[src/rtl/wdt_pkg.sv]
package wdt_pkg;

  // Bits needed to hold values 0..limit
  function automatic int unsigned cnt_width(input int unsigned limit);
    return (limit < 2) ? 1 : $clog2(limit + 1);
  endfunction

  // Saturating increment that stops at limit
  function automatic int unsigned sat_inc(input int unsigned cur, input int unsigned limit);
    return (cur >= limit) ? limit : cur + 1;
  endfunction

  // True when the counter sits one below the limit: the next step reaches it
  function automatic logic at_last(input int unsigned cur, input int unsigned limit);
    return (cur == limit - 1);
  endfunction

  typedef enum logic [1:0] {
    FLT_CLEAR  = 2'd0,
    FLT_ACTIVE = 2'd1,
    FLT_DRAIN  = 2'd2
  } flt_state_e;

endpackage

[src/rtl/wdt_kick_sync.sv]
module wdt_kick_sync #(
  parameter int unsigned STAGES = 2
) (
  input  logic clk,
  input  logic rst_n,
  input  logic kick_i,
  output logic edge_o
);
  localparam int unsigned LAST = STAGES - 1;

  logic [STAGES-1:0] stage_q;
  logic              prev_q;

  // stage 0 samples the asynchronous pin
  always_ff @(posedge clk or negedge rst_n) begin
    if (!rst_n) stage_q[0] <= 1'b0;
    else        stage_q[0] <= kick_i;
  end

  // remaining synchronizer stages
  for (genvar g = 1; g < STAGES; g++) begin : g_sync
    always_ff @(posedge clk or negedge rst_n) begin
      if (!rst_n) stage_q[g] <= 1'b0;
      else        stage_q[g] <= stage_q[g-1];
    end
  end

  // previous synchronized sample for change detection
  always_ff @(posedge clk or negedge rst_n) begin
    if (!rst_n) prev_q <= 1'b0;
    else        prev_q <= stage_q[LAST];
  end

  assign edge_o = stage_q[LAST] ^ prev_q;

endmodule

[src/rtl/wdt_timer.sv]
module wdt_timer #(
  parameter int unsigned TIMEOUT = 32_000_000
) (
  input  logic clk,
  input  logic rst_n,
  input  logic hold_i,
  input  logic restart_i,
  output logic [wdt_pkg::cnt_width(TIMEOUT)-1:0] cnt_o,
  output logic expire_o
);
  localparam int unsigned CW = wdt_pkg::cnt_width(TIMEOUT);

  logic [CW-1:0] cnt_q;
  logic [CW-1:0] cnt_d;
  logic          clear_w;

  assign clear_w = hold_i | restart_i;

  always_comb begin
    if (clear_w) cnt_d = '0;
    else         cnt_d = CW'(wdt_pkg::sat_inc(32'(cnt_q), TIMEOUT));
  end

  always_ff @(posedge clk or negedge rst_n) begin
    if (!rst_n) cnt_q <= '0;
    else        cnt_q <= cnt_d;
  end

  assign expire_o = !clear_w && wdt_pkg::at_last(32'(cnt_q), TIMEOUT);
  assign cnt_o    = cnt_q;


  hold_clr_chk: assert property (@(posedge clk) disable iff (!rst_n)
    hold_i |=> (cnt_q == '0));


  no_overflow_chk: assert property (@(posedge clk) disable iff (!rst_n)
    32'(cnt_q) <= TIMEOUT);

endmodule

[src/rtl/wdt_fault_ctrl.sv]
module wdt_fault_ctrl #(
  parameter int unsigned RELEASE = 200
) (
  input  logic clk,
  input  logic rst_n,
  input  logic sys_rst_i,
  input  logic kick_edge_i,
  input  logic expire_i,
  input  logic below_sw_i,
  output logic fault_n_o,
  output logic fault_active_o
);
  import wdt_pkg::*;

  localparam int unsigned RW = cnt_width(RELEASE);

  flt_state_e    state_q, state_d;
  logic [RW-1:0] rel_q, rel_d;
  logic          drain_done_w;

  assign drain_done_w = at_last(32'(rel_q), RELEASE);

  always_comb begin
    state_d = state_q;
    rel_d   = '0;
    unique case (state_q)
      FLT_CLEAR: begin
        if (expire_i) state_d = FLT_ACTIVE;
      end
      FLT_ACTIVE: begin
        if (kick_edge_i) begin
          state_d = FLT_CLEAR;
        end else if (sys_rst_i) begin
          state_d = FLT_DRAIN;
          rel_d   = RW'(1);
        end
      end
      FLT_DRAIN: begin
        if (kick_edge_i || (sys_rst_i && drain_done_w)) begin
          state_d = FLT_CLEAR;
        end else if (!sys_rst_i) begin
          state_d = FLT_ACTIVE;
        end else begin
          rel_d = RW'(sat_inc(32'(rel_q), RELEASE));
        end
      end
      default: state_d = FLT_CLEAR;
    endcase
  end

  always_ff @(posedge clk or negedge rst_n) begin
    if (!rst_n) begin
      state_q <= FLT_CLEAR;
      rel_q   <= '0;
    end else begin
      state_q <= state_d;
      rel_q   <= rel_d;
    end
  end

  assign fault_active_o = (state_q != FLT_CLEAR);
  assign fault_n_o      = !below_sw_i && !fault_active_o;


  drain_bound_chk: assert property (@(posedge clk) disable iff (!rst_n)
    32'(rel_q) < RELEASE);


  fault_hold_chk: assert property (@(posedge clk) disable iff (!rst_n)
    (fault_active_o && !kick_edge_i && !sys_rst_i) |=> fault_active_o);

endmodule

[src/rtl/wdt_kick_monitor.sv]
module wdt_kick_monitor #(
  parameter int unsigned TIMEOUT_CYCLES = 32_000_000,
  parameter int unsigned RELEASE_CYCLES = 200,
  parameter int unsigned SYNC_STAGES    = 2
) (
  input  logic clk,
  input  logic rst_n,
  input  logic sys_rst,
  input  logic below_sw,
  input  logic kick,
  output logic wdt_fault_n
);
  localparam int unsigned CW = wdt_pkg::cnt_width(TIMEOUT_CYCLES);

  logic          kick_edge_w;
  logic          expire_w;
  logic          fault_active_w;
  logic [CW-1:0] timer_cnt_w;

  wdt_kick_sync #(.STAGES(SYNC_STAGES)) u_sync (
    .clk    (clk),
    .rst_n  (rst_n),
    .kick_i (kick),
    .edge_o (kick_edge_w)
  );

  wdt_timer #(.TIMEOUT(TIMEOUT_CYCLES)) u_timer (
    .clk       (clk),
    .rst_n     (rst_n),
    .hold_i    (sys_rst),
    .restart_i (kick_edge_w),
    .cnt_o     (timer_cnt_w),
    .expire_o  (expire_w)
  );

  wdt_fault_ctrl #(.RELEASE(RELEASE_CYCLES)) u_fault (
    .clk            (clk),
    .rst_n          (rst_n),
    .sys_rst_i      (sys_rst),
    .kick_edge_i    (kick_edge_w),
    .expire_i       (expire_w),
    .below_sw_i     (below_sw),
    .fault_n_o      (wdt_fault_n),
    .fault_active_o (fault_active_w)
  );


  fault_at_limit_chk: assert property (@(posedge clk) disable iff (!rst_n)
    ($rose(fault_active_w) && !$past(fault_active_w)) |->
      (32'($past(timer_cnt_w)) == TIMEOUT_CYCLES - 1));


  edge_restart_chk: assert property (@(posedge clk) disable iff (!rst_n)
    kick_edge_w |=> (timer_cnt_w == '0));


  no_fault_in_reset_chk: assert property (@(posedge clk) disable iff (!rst_n)
    (sys_rst && !fault_active_w) |=> !fault_active_w);

endmodule

[config.mk]
export PLATFORM = sky130hd
export DESIGN_NAME = wdt_kick_monitor
export DESIGN_NICKNAME = d
export VERILOG_FILES = /design/src/rtl/wdt_pkg.sv /design/src/rtl/wdt_kick_sync.sv /design/src/rtl/wdt_timer.sv /design/src/rtl/wdt_fault_ctrl.sv /design/src/rtl/wdt_kick_monitor.sv
export SDC_FILE = /design/constraint.sdc
export NUM_CORES = 1
export LEC_CHECK = 0
export BUFFER_PORTS_ARGS = -buffer_cell sky130_fd_sc_hd__buf_2
export CORE_MARGIN = 1.5
export CORE_UTILIZATION = 55
export CTS_BUF_LIST = sky130_fd_sc_hd__clkbuf_16
export DETAILED_ROUTE_END_ITERATION = 16
export PLACE_DENSITY = 0.73
export SETUP_SLACK_MARGIN = 0.5
export SYNTH_ARGS = -nofsm -noshare
export SYNTH_HDL_FRONTEND = slang
export SYNTH_SLANG_ARGS = --single-unit
[constraint.sdc]
create_clock -name clk -period 2.19 [get_ports clk]
set_input_delay 0.1095 -clock clk [delete_from_list [all_inputs] [get_ports clk]]
set_output_delay 0.1095 -clock clk [all_outputs]
set_load 0.05 [all_outputs]
### After elaboration in Yosys (flattened, before gate mapping)

Index checks and enable logic that the tools add are counted.

| word-level totals | value |
|---|---|
| flip-flop bits (word level) | 38 |
| logic and storage cells | 43 |
| output and inout port bits | 1 |

| operators by class | value |
|---|---|
| reduce and logical (&&, ||, !) cells | 10 |
| bitwise logic cells | 2 |
| eq/ne operators | 7 |
| muxes and demuxes | 14 |
| $lt $le $gt $ge | 2 |
| add/subtract/negate cells | 2 |

Operators with widths:

| cell | number |
|---|---|
| $mux 25 | 2 |
| $mux 8 | 4 |
| $add 25x1->25 const B | 1 |
| $eq 25x25->1 const B | 1 |
| $ge 25x25->1 const B | 1 |
| $pmux 8 s2 | 1 |
| $mux 2 | 5 |
| $add 8x1->8 const B | 1 |
| $eq 8x8->1 const B | 1 |
| $ge 8x8->1 const B | 1 |
| $ne 3x2->1 const B | 2 |
| $pmux 2 s3 | 1 |
| $logic_and 1x1->1 | 3 |
| $logic_not 1->1 | 3 |
| $reduce_and 3->1 | 1 |
| $eq 2x1->1 const B | 1 |
| $eq 2x2->1 const B | 1 |
| $logic_not 2->1 | 1 |
| $ne 2x2->1 const B | 1 |
| $reduce_bool 2->1 | 1 |
| $logic_or 1x1->1 | 1 |
| $mux 1 | 1 |
| $or 1x1->1 | 1 |
| $xor 1x1->1 | 1 |

### Longest topological paths before layout

Gate-level depths: netlist of the first run.

| logic depth | value |
|---|---|
| word-level depth | 6 |
| mapped depth | 7 |
| gate-level depth less buffers | 6 |

### Cells and area by module

A second synthesis of the first run with hierarchy kept.

| unflattened totals | value |
|---|---|
| cells, all modules | 208 |
| area total of the unflattened synthesis | 2040.7 sq um |

Modules (own cells, without submodules):

| module | times used | area each (sq um) | cells each |
|---|---|---|---|
| wdt_timer | 1 | 1352.5 | 144 |
| wdt_fault_ctrl | 1 | 604.3 | 60 |
| wdt_kick_sync | 1 | 83.8 | 4 |

### Least setup slack after synthesis of the first run

OpenSTA, ideal clock, no wires.

| timing | value |
|---|---|
| path type | register -> register |
| start point | reg u_timer.cnt_q[15] (netlist: u_timer.cnt_o[15]) |
| end point | reg u_fault.state_q[1] |
| arrival | 1999 ps |
| setup time | 128 ps |
| setup slack | 63 ps |
| cell stages (with the launch flop) | 6 |
| required time | 2062 ps |
| cell sequence | dfrtp_1 -> or4_4 -> nand4b_1 -> or3_1 -> a221oi_2 -> mux2_1 |

| between the ends | value |
|---|---|
| longest elaborated chain between the ends | 4 |

RTL lines:

| what | RTL line | text |
|---|---|---|
| from (decl) | wdt_timer.sv:13 | `logic [CW-1:0] cnt_q;` |
| from (signal assigned) | wdt_timer.sv:26 | `else cnt_q <= cnt_d;` |
| $eq 25x25->1 | wdt_pkg.sv:15 | `return (cur == limit - 1);` |
| $logic_and 1x1->1 | wdt_timer.sv:29 | `assign expire_o = !clear_w && wdt_pkg::at_last(32'(cnt_q), TIMEOUT);` |
| $ne 2x2->1 (no line) | - |  |
| $reduce_and 3->1 (no line) | - |  |
| to (signal assigned) | wdt_fault_ctrl.sv:56 | `state_q <= state_d;` |
| to (decl) | wdt_fault_ctrl.sv:17 | `flt_state_e state_q, state_d;` |

No other way between the ends.
A chain may end at the register's enable or synchronous reset.

### Final worst setup path of the first run

| timing | value |
|---|---|
| start point | reg u_timer.cnt_q[18] (netlist: u_timer.cnt_o[18]) |
| end point | reg u_fault.state_q[1] |

The elaborated chain is that of the path after synthesis.

==> flow_metrics.tcl, run 1 <==
set metrics [dict create \
    netlist.area_leader.share 0.494 \
    via_count 1455 \
    tightest_slew_ps 827 \
    synth_xor_area_frac 0.118 \
    ys_async_sr_fraction 1.00 \
    start_kind "flop" \
    final_area_mm2 0.00231 \
    io_pins 6 \
    hold_viol 0 \
    antenna_found_initial 0 \
    worstPathArrival_ps 2370 \
    ir_drop_uv 543 \
    firstDrtPassIters 4 \
    insertion_delay_ps 280 \
    p_per_area_mw_per_mm2 756 \
    path_class "flop to flop" \
    cp-end-kind "flop" \
    cts_buffers 5 \
    cts_tree "yes" \
    fp-row-count 21 \
    rsz0062_at_grt "true" \
    status "finished with violations" \
    fin_worst_skew_ps 2.86 \
    die_x_um 62.2 \
    clockRootBuffer "clkbuf_16" \
    drv_slew 0 \
    numClockSinks 38 \
    critPathBufInv 0 \
    cp_cell_sequence "or4_4 -> nand4b_1 -> or3_4 -> a221oi_4 -> mux2_4" \
    period_share 1.01 \
    yosys_warnings 0 \
    initial_core_util 0.577 \
    setup_ws_ps -18.0 \
    max_freq_mhz 453 \
    slew_headroom 0.449 \
    grt_pass1_vias 1560 \
    intPower_mw 1.29 \
    cts_max_level 2 \
    critPathRequiredTime_ps 2350 \
    p_comb_frac 0.191 \
    gp_congestion 0.874 \
    synth_top_area_cell "dfrtp_1" \
    synth_most_common_cell "dfrtp_1" \
    power.leakage_nw 1.02 \
    power.share.sequential 0.434 \
    min_period_ps 2210 \
    swShare 0.260 \
    wirelength_um 3710 \
    syn_area_per_cell_um2 9.98 \
    postPlaceCellArea_mm2 0.00208 \
    synth_flop_cell "dfrtp_1" \
    synth_compound_area_frac 0.0682 \
    ant_nets 0 \
    grt.total_usage 0.218 \
    tns_ps -18.0 \
    antennaDiodeCount 0 \
    synth_cell_type_count 30 \
    synth_nets 206 \
    viasPerCell 5.47 \
    path_clk_slew_ps 50 \
    power_frac_clock 0.375 \
    drt_iter0_drc 48 \
    fin_hold_ws_ps 124 \
    port_buffers 5 \
    seq_area_frac_synth 0.494 \
    synthTopCellsByArea "dfrtp_1 49%, xor2_1 6.8%, nor2_1 5.3%" \
    fill_cells 258 \
    ys_top_cells_by_count "38 x dfrtp_1, 27 x nor2_1, 15 x nand2_1, 15 x xor2_1, 14 x nand3_1" \
    core_area_mm2 0.00334 \
    finalNonFillerCells 266 \
    die_area_mm2 0.00387 \
    synth-seq-cells 38 \
    synthCells 193 \
    routedWlPerCell_um 14.0 \
    synth_edf_count 0 \
    worstPathMaxFanout 2 \
    drc 0 \
    cts_buffer_depth 2 \
    syn_to_final_growth_pct 20.1 \
    total_power_mw 1.75 \
    cp_slowest_cell "or4_4" \
    die_h_um 62.2 \
    hpwl_um 2550 \
    utilization 0.693 \
    place_ws_ps 25.0 \
    slowest_delay_ps 530 \
    grt-ovfl-total 0 \
    synthMuxAreaShare 0.0110 \
    violations "negative setup slack" \
    yosys.area_share.simple 0.233 \
    grt_pass1_wl_um 6620 \
    power_switching_mw 0.455 \
    synth_area_mm2 0.00193 \
    drive_gt1_frac 0.164 \
    synth_top_family_by_area "simple AND/OR/NAND/NOR gates" \
    hold_class "input pin to flop" \
    cap_viol_max_count 0 \
    synthAdderAreaFrac 0.0520 \
    crit_family "simple AND/OR/NAND/NOR gates" \
    dp_cells 250 \
    nets 232 \
    setup_viol 1 \
    grt_max_degree 39 \
]
==> placed cells by master (no fill, tap or decap), drive strengths merged <==
master and instances:
dfrtp 38, nor2 27, buf 21, nand2 15, xor2 15, nand3 14
xnor2 11, inv 9, a21oi 8, ha 8, and3 7, nand4 5
clkbuf 5, or3 5, and4 4, a31oi 4, nand2b 3, nor3 3
o21ai 2, nor2b 2, dlygate4sd3 2, clkinv 2, o311a 1, or4 1
a2bb2oi 1, nor4 1, o21bai 1, nand4b 1, o2bb2ai 1, a221oi 1
mux2i 1, mux2 1
==> logic make-up after synthesis <==
group | after synthesis
DFF | 38
buffers and inverters | 12
muxes | 2
adders and majority gates | 8
AOI/OAI and AO/OA | 19
and+or+nand+nor | 88
xor gates and xnor gates | 26
==> timing repair <==
action,CTS,global route
buffers inserted,3,3
hold buffers,2,0
pin swaps,1,10
gates resized for setup,0,6
endpoints found under the hold margin,39,0
endpoints found under the setup margin,13,27
==> tightest hold or removal path: stages <==
cell and delay [ps]:
buf_2 150, nand2_1 70, a21oi_1 30
==> cell type report <==
class | count | area, um^2 | share of cell area
Multi-Input combinational cell | 143 | 972 | 0.420
Tap cell | 46 | 57.6 | 0.0249
Timing Repair Buffer | 23 | 165 | 0.0714
Sequential cell | 38 | 951 | 0.411
Inverter | 8 | 30.0 | 0.0130
Clock inverter | 3 | 12.5 | 0.00541
Clock buffer | 5 | 125 | 0.0541
==> metal layers <==
metal | wire length (um) | part of all wire | vias up | global-route usage
li1 | - | - | 715 | -
met5 | 0 | 0 | - | 0
met3 | 128 | 0.034 | 8 | 0.0743
met1 | 1540 | 0.42 | 712 | 0.243
met4 | 46 | 0.012 | 0 | 0.0944
met2 | 1990 | 0.54 | 20 | 0.380
==> flip-flops by register name, indices dropped and copies added (netlist names) <==
register         flops
u_timer.cnt_o       25
u_sync.stage_q       2
u_sync.prev_q        1
u_fault.rel_q        8
u_fault.state_q      2
==> path summary, 6_finish.rpt <==
kind	end	slack [ps]	start	depth (start not counted)
worst max register to register	u_fault.state_q[1]$_DFFE_PN0P_	-20	u_timer.cnt_o[18]$_DFF_PN0_	5
worst max-delay path	u_fault.state_q[1]$_DFFE_PN0P_	-20	u_timer.cnt_o[18]$_DFF_PN0_	5
worst min-delay path	u_fault.rel_q[0]$_DFF_PN0_	120	sys_rst	3
max in group asynchronous	u_timer.cnt_o[8]$_DFF_PN0_	1190	rst_n	2
worst min register to register	u_sync.stage_q[1]$_DFF_PN0_	370	u_sync.stage_q[0]$_DFF_PN0_	0
min in group asynchronous	u_fault.state_q[1]$_DFFE_PN0P_	480	rst_n	2
==> power by group through the flow <==
stage / registers (mW) / clock network [mW] / logic (mW)
CTS: 0.758 / 0.683 / 0.301
finish: 0.758 / 0.657 / 0.334
floorplan: 0.763 / 0 / 0.209
detailed placement: 0.771 / 0 / 0.296
global placement: 0.767 / 0 / 0.289
global route: 0.763 / 0.713 / 0.381
No activity file was read; power rests on OpenSTA's default activity.
==> inputs of run 2 (changes only) <==
--- a/config.mk
+++ b/config.mk
@@ -10,7 +10,7 @@
 export CORE_UTILIZATION = 55
 export CTS_BUF_LIST = sky130_fd_sc_hd__clkbuf_16
 export DETAILED_ROUTE_END_ITERATION = 16
-export PLACE_DENSITY = 0.73
+export PLACE_DENSITY_LB_ADDON = 0.25
 export SETUP_SLACK_MARGIN = 0.5
 export SYNTH_ARGS = -nofsm -noshare
 export SYNTH_HDL_FRONTEND = slang
==> flow_metrics.tcl, run 2 (synthesis results as in run 1) <==
set metrics [dict create \
    total_power_mw 1.82 \
    status "finished with violations" \
    drc 0 \
    grt-ovfl-total 0 \
    seqCellArea_um2 952 \
    start_kind "flop" \
    worstPathArrival_ps 2390 \
    die_h_um 62.2 \
    grt_pass1_wl_um 6690 \
    hold_class "input pin to flop" \
    syn_to_final_growth_pct 28.1 \
    numClockSinks 38 \
    cap_viol_max_count 0 \
    tightest_slew_ps 829 \
    antenna_found_initial 0 \
    cp-end-kind "flop" \
    slew_headroom 0.447 \
    firstDrtPassIters 4 \
    path_class "flop to flop" \
    via_count 1541 \
    die_area_mm2 0.00387 \
    grt_pass1_vias 1533 \
    drive_gt1_frac 0.276 \
    p_per_area_mw_per_mm2 740 \
    ant_nets 0 \
    fill_cells 242 \
    path_clk_slew_ps 50 \
    fin_worst_skew_ps 4.18 \
    routedWlPerCell_um 16.5 \
    gp_congestion 0.862 \
    grt.total_usage 0.219 \
    worstPathMaxFanout 2 \
    cts_max_level 2 \
    cts_tree "yes" \
    cts_buffers 5 \
    die_x_um 62.2 \
    regToRegStartpoint "u_timer.cnt_o[16]$_DFF_PN0_" \
    setup_ws_ps -34.5 \
    core_area_mm2 0.00334 \
    min_period_ps 2220 \
    wirelength_um 4420 \
    period_share 1.02 \
    grt_max_degree 39 \
    clockRootBuffer "clkbuf_16" \
    violations "negative setup slack" \
    antennaDiodeCount 0 \
    largest_reg_flops 25 \
    setup_viol 2 \
    hold_start "sys_rst" \
    ff2ff_setup_slack_ps -30 \
    insertion_delay_ps 280 \
    hold_viol 0 \
    final_common_cell "dfrtp_1" \
    rsz0062_at_grt "true" \
    layout_common_cells "37 x dfrtp_1, 15 x nand2_1, 15 x xor2_1, 13 x nand3_1" \
    critPathRequiredTime_ps 2350 \
    viasPerCell 5.77 \
    ir_drop_uv 616 \
    drv_slew 0 \
    power.leakage_nw 1.04 \
    drt_iter0_drc 113 \
    hpwl_um 2580 \
    postPlaceCellArea_mm2 0.00208 \
    startpoint "u_timer.cnt_o[16]$_DFF_PN0_" \
    initial_core_util 0.577 \
    final_area_mm2 0.00247 \
    nets 233 \
    io_pins 6 \
    port_buffers 5 \
    fp-row-count 21 \
    max_freq_mhz 450 \
    multi_input_area_mm2 0.00108 \
    cts_buffer_depth 2 \
]
==> run 2: cell types whose count changed in the layout (fill, tap and decap cells not counted), sizes merged <==
cell | before | now
clkinvlp | 0 | 1
buf | 21 | 22
inv | 9 | 8
==> run 2: stage by stage <==
| step | TNS (ps) | hold slack [ps] | util | instances | setup slack [ps] |
|---|---|---|---|---|---|
| 6_report | -42.5 | 164 | 0.739 | 267 | -34.5 |
| 5_1_grt | -186 | 168 | 0.739 | 267 | -95.3 |
| 4_1_cts | 0 | 110 | 0.675 | 262 | 38.3 |
| 3_5_place_dp | 0 | 230 | 0.622 | 250 | 51.6 |
| 3_3_place_gp | 0 | 218 | 0.622 | 250 | 73.9 |
| 2_1_floorplan | 0 | -186 | - | 193 | 63.2 |
==> run 2: worst max-delay path, stage by stage (launching register included) <==
cell      delay [ps]
dfrtp_1          370
or4_4            540
nand4b_1         180
or3_4            390
a221oi_4         300
mux2_4           330
==> run 2: final timing paths <==
kind                                                   to  cells after the start
min                            u_fault.rel_q[0]$_DFF_PN0_                      3
max                        u_fault.state_q[1]$_DFFE_PN0P_                      5
min reg2reg                   u_sync.stage_q[1]$_DFF_PN0_                      0
max reg2reg                u_fault.state_q[1]$_DFFE_PN0P_                      5
max in group asynchronous     u_timer.cnt_o[11]$_DFF_PN0_                      2
min in group asynchronous     u_timer.cnt_o[23]$_DFF_PN0_                      2
==> run 2: metal layers <==
layer,part of all wire,track usage,up-vias
met5,0,0,-
met4,0.013,0.0722,0
met3,0.038,0.0489,11
met2,0.56,0.395,45
met1,0.39,0.258,766
li1,-,-,719
==> run 2: area by class of cell <==
cell class,count,area share
Multi-Input combinational cell,143,0.439
Inverter,8,0.0122
Sequential cell,38,0.386
Tap cell,46,0.0233
Timing Repair Buffer,24,0.0827
Clock inverter,3,0.00659
Clock buffer,5,0.0507
==> run 2: power by group <==
| group | leakage (nW) | internal (mW) | total [mW] | switching [mW] |
|---|---|---|---|---|
| Clock | 0.0672 | 0.415 | 0.679 | 0.264 |
| Sequential | 0.518 | 0.732 | 0.759 | 0.0273 |
| Combinational | 0.456 | 0.175 | 0.387 | 0.212 |
==> run 2: timing repair <==
action	CTS	global route
buffers inserted	2	2
cloned	0	3
pin swaps	2	8
hold buffers	2	0
endpoints found under the hold margin	39	0
endpoints found under the setup margin	24	27
gates resized for setup	0	48
==> inputs of run 3 (changes only) <==
--- a/config.mk
+++ b/config.mk
@@ -6,6 +6,7 @@
 export NUM_CORES = 1
 export LEC_CHECK = 0
 export BUFFER_PORTS_ARGS = -buffer_cell sky130_fd_sc_hd__buf_2
+export CORE_ASPECT_RATIO = 2
 export CORE_MARGIN = 1.5
 export CORE_UTILIZATION = 55
 export CTS_BUF_LIST = sky130_fd_sc_hd__clkbuf_16
==> flow_metrics.tcl, run 3 (synthesis results as in run 1) <==
set metrics [dict create \
    finalNonFillerCells 253 \
    antenna_found_initial 0 \
    largest_reg_flops 25 \
    slew_headroom 0.441 \
    ir_drop_uv 856 \
    fill_cells 260 \
    swShare 0.268 \
    viasPerCell 5.96 \
    use_met3 0.0438 \
    routedWlPerCell_um 16.5 \
    syn_to_final_growth_pct 23.1 \
    drc 0 \
    tightest_slew_ps 839 \
    numClockSinks 38 \
    rsz0062_at_grt "true" \
    power.leakage_nw 1.05 \
    setup_ws_ps 47.3 \
    min_period_ps 2140 \
    p_per_area_mw_per_mm2 740 \
    setup_viol 0 \
    drt_iter0_drc 54 \
    place_ws_ps 48.5 \
    io_pins 6 \
    die_area_mm2 0.00389 \
    cts_buffer_depth 2 \
    cap_viol_max_count 0 \
    die_x_um 44.8 \
    p_comb_frac 0.189 \
    via_count 1509 \
    grt_busiest_layer "met2" \
    power_frac_clock 0.379 \
    wirelength_um 4170 \
    drv_slew 0 \
    worstPathArrival_ps 2300 \
    grt_pass1_vias 1515 \
    grt_max_degree 39 \
    core_area_mm2 0.00338 \
    port_buffers 5 \
    worstPathMaxFanout 2 \
    cts_tree "yes" \
    drive_gt1_frac 0.217 \
    hold_start "sys_rst" \
    cts_max_level 2 \
    r2r_cells 5 \
    fin_hold_ws_ps 129 \
    max_freq_mhz 467 \
    path_class "flop to flop" \
    hold_viol 0 \
    tns_ps 0 \
    gp_congestion 0.785 \
    final_common_cell "dfrtp_1" \
    whs_path_depth 3 \
    initial_core_util 0.570 \
    path_clk_slew_ps 50 \
    total_power_mw 1.75 \
    grt-ovfl-total 0 \
    dp_cells 236 \
    period_share 0.978 \
    final_area_mm2 0.00237 \
    r2r-end "u_fault.state_q[1]$_DFFE_PN0P_" \
    intPower_mw 1.28 \
    cp-end-kind "flop" \
    gr-usage-met2 0.455 \
    antennaDiodeCount 0 \
    fp-row-count 30 \
    fin_worst_skew_ps 5.86 \
    utilization 0.701 \
    ant_nets 0 \
    layout_common_cells "38 x dfrtp_1, 16 x nor2_1, 15 x nand2_1, 15 x xor2_1, 14 x nand3_1" \
    nets 234 \
    power_switching_mw 0.470 \
    whs_endpoint "u_fault.rel_q[0]$_DFF_PN0_" \
    hpwl_um 2740 \
    regToRegStartpoint "u_timer.cnt_o[15]$_DFF_PN0_" \
    clockRootBuffer "clkbuf_16" \
    ff2ff_setup_slack_ps 50 \
    hold_class "input pin to flop" \
    power.share.sequential 0.432 \
    grt.total_usage 0.227 \
    postPlaceCellArea_mm2 0.00206 \
    die_h_um 86.7 \
    met1_usage 0.193 \
    grt_pass1_wl_um 6350 \
    start_kind "flop" \
    cts_buffers 5 \
    status "finished, final reports clean" \
    critPathRequiredTime_ps 2350 \
    firstDrtPassIters 4 \
    insertion_delay_ps 280 \
]
## run 3: cell type report
type / instances / area [um^2] / share of cell area
multi-input combinational: 143 / 1010 / 0.425
sequential: 38 / 951 / 0.401
timing repair buffer: 25 / 206 / 0.0871
clock buffer: 5 / 125 / 0.0528
tap: 32 / 40.0 / 0.0169
inverter: 8 / 30.0 / 0.0127
clock inverter: 2 / 10.0 / 0.00422
## run 3: power by group through the flow
stage	Combinational, mW	Clock [mW]	Sequential (mW)
after CTS	0.317	0.682	0.759
after detailed placement	0.313	0	0.771
final	0.332	0.665	0.758
after floorplan	0.209	0	0.763
after global routing	0.369	0.703	0.761
after global placement	0.296	0	0.767
## run 3: worst max-delay path, stage by stage, from the launching register on
cell      delay, ps
dfrtp_1         380
or4_4           540
nand4b_1        170
or3_1           320
a221oi_2        270
mux2_1          340
## run 3: layer usage
metal / up-vias / part of all wire
met3: 16 / 0.025
met5: - / 0
met4: 0 / 0.043
met2: 33 / 0.59
met1: 742 / 0.34
li1: 718 / -
## run 3: worst max-delay path by stage
stage	slack [ps]	end	from	cells after the start
finish	50	u_fault.state_q[1]$_DFFE_PN0P_	u_timer.cnt_o[15]$_DFF_PN0_	5
global placement	70	u_fault.state_q[1]$_DFFE_PN0P_	u_timer.cnt_o[15]$_DFF_PN0_	5
CTS	50	u_fault.state_q[1]$_DFFE_PN0P_	u_timer.cnt_o[15]$_DFF_PN0_	5
detailed placement	50	u_fault.state_q[1]$_DFFE_PN0P_	u_timer.cnt_o[15]$_DFF_PN0_	5
global route	-40	u_fault.state_q[1]$_DFFE_PN0P_	u_timer.cnt_o[15]$_DFF_PN0_	5
floorplan	60	u_fault.state_q[1]$_DFFE_PN0P_	u_timer.cnt_o[15]$_DFF_PN0_	5
## run 3: what timing repair did
| action | CTS | global route |
|---|---|---|
| gates cloned | 0 | 3 |
| gates resized for setup | 0 | 29 |
| pin swaps | 1 | 1 |
| setup endpoints to repair | 27 | 29 |
| hold buffers | 2 | 0 |
| hold endpoints to repair | 39 | 0 |
| setup buffers | 2 | 3 |
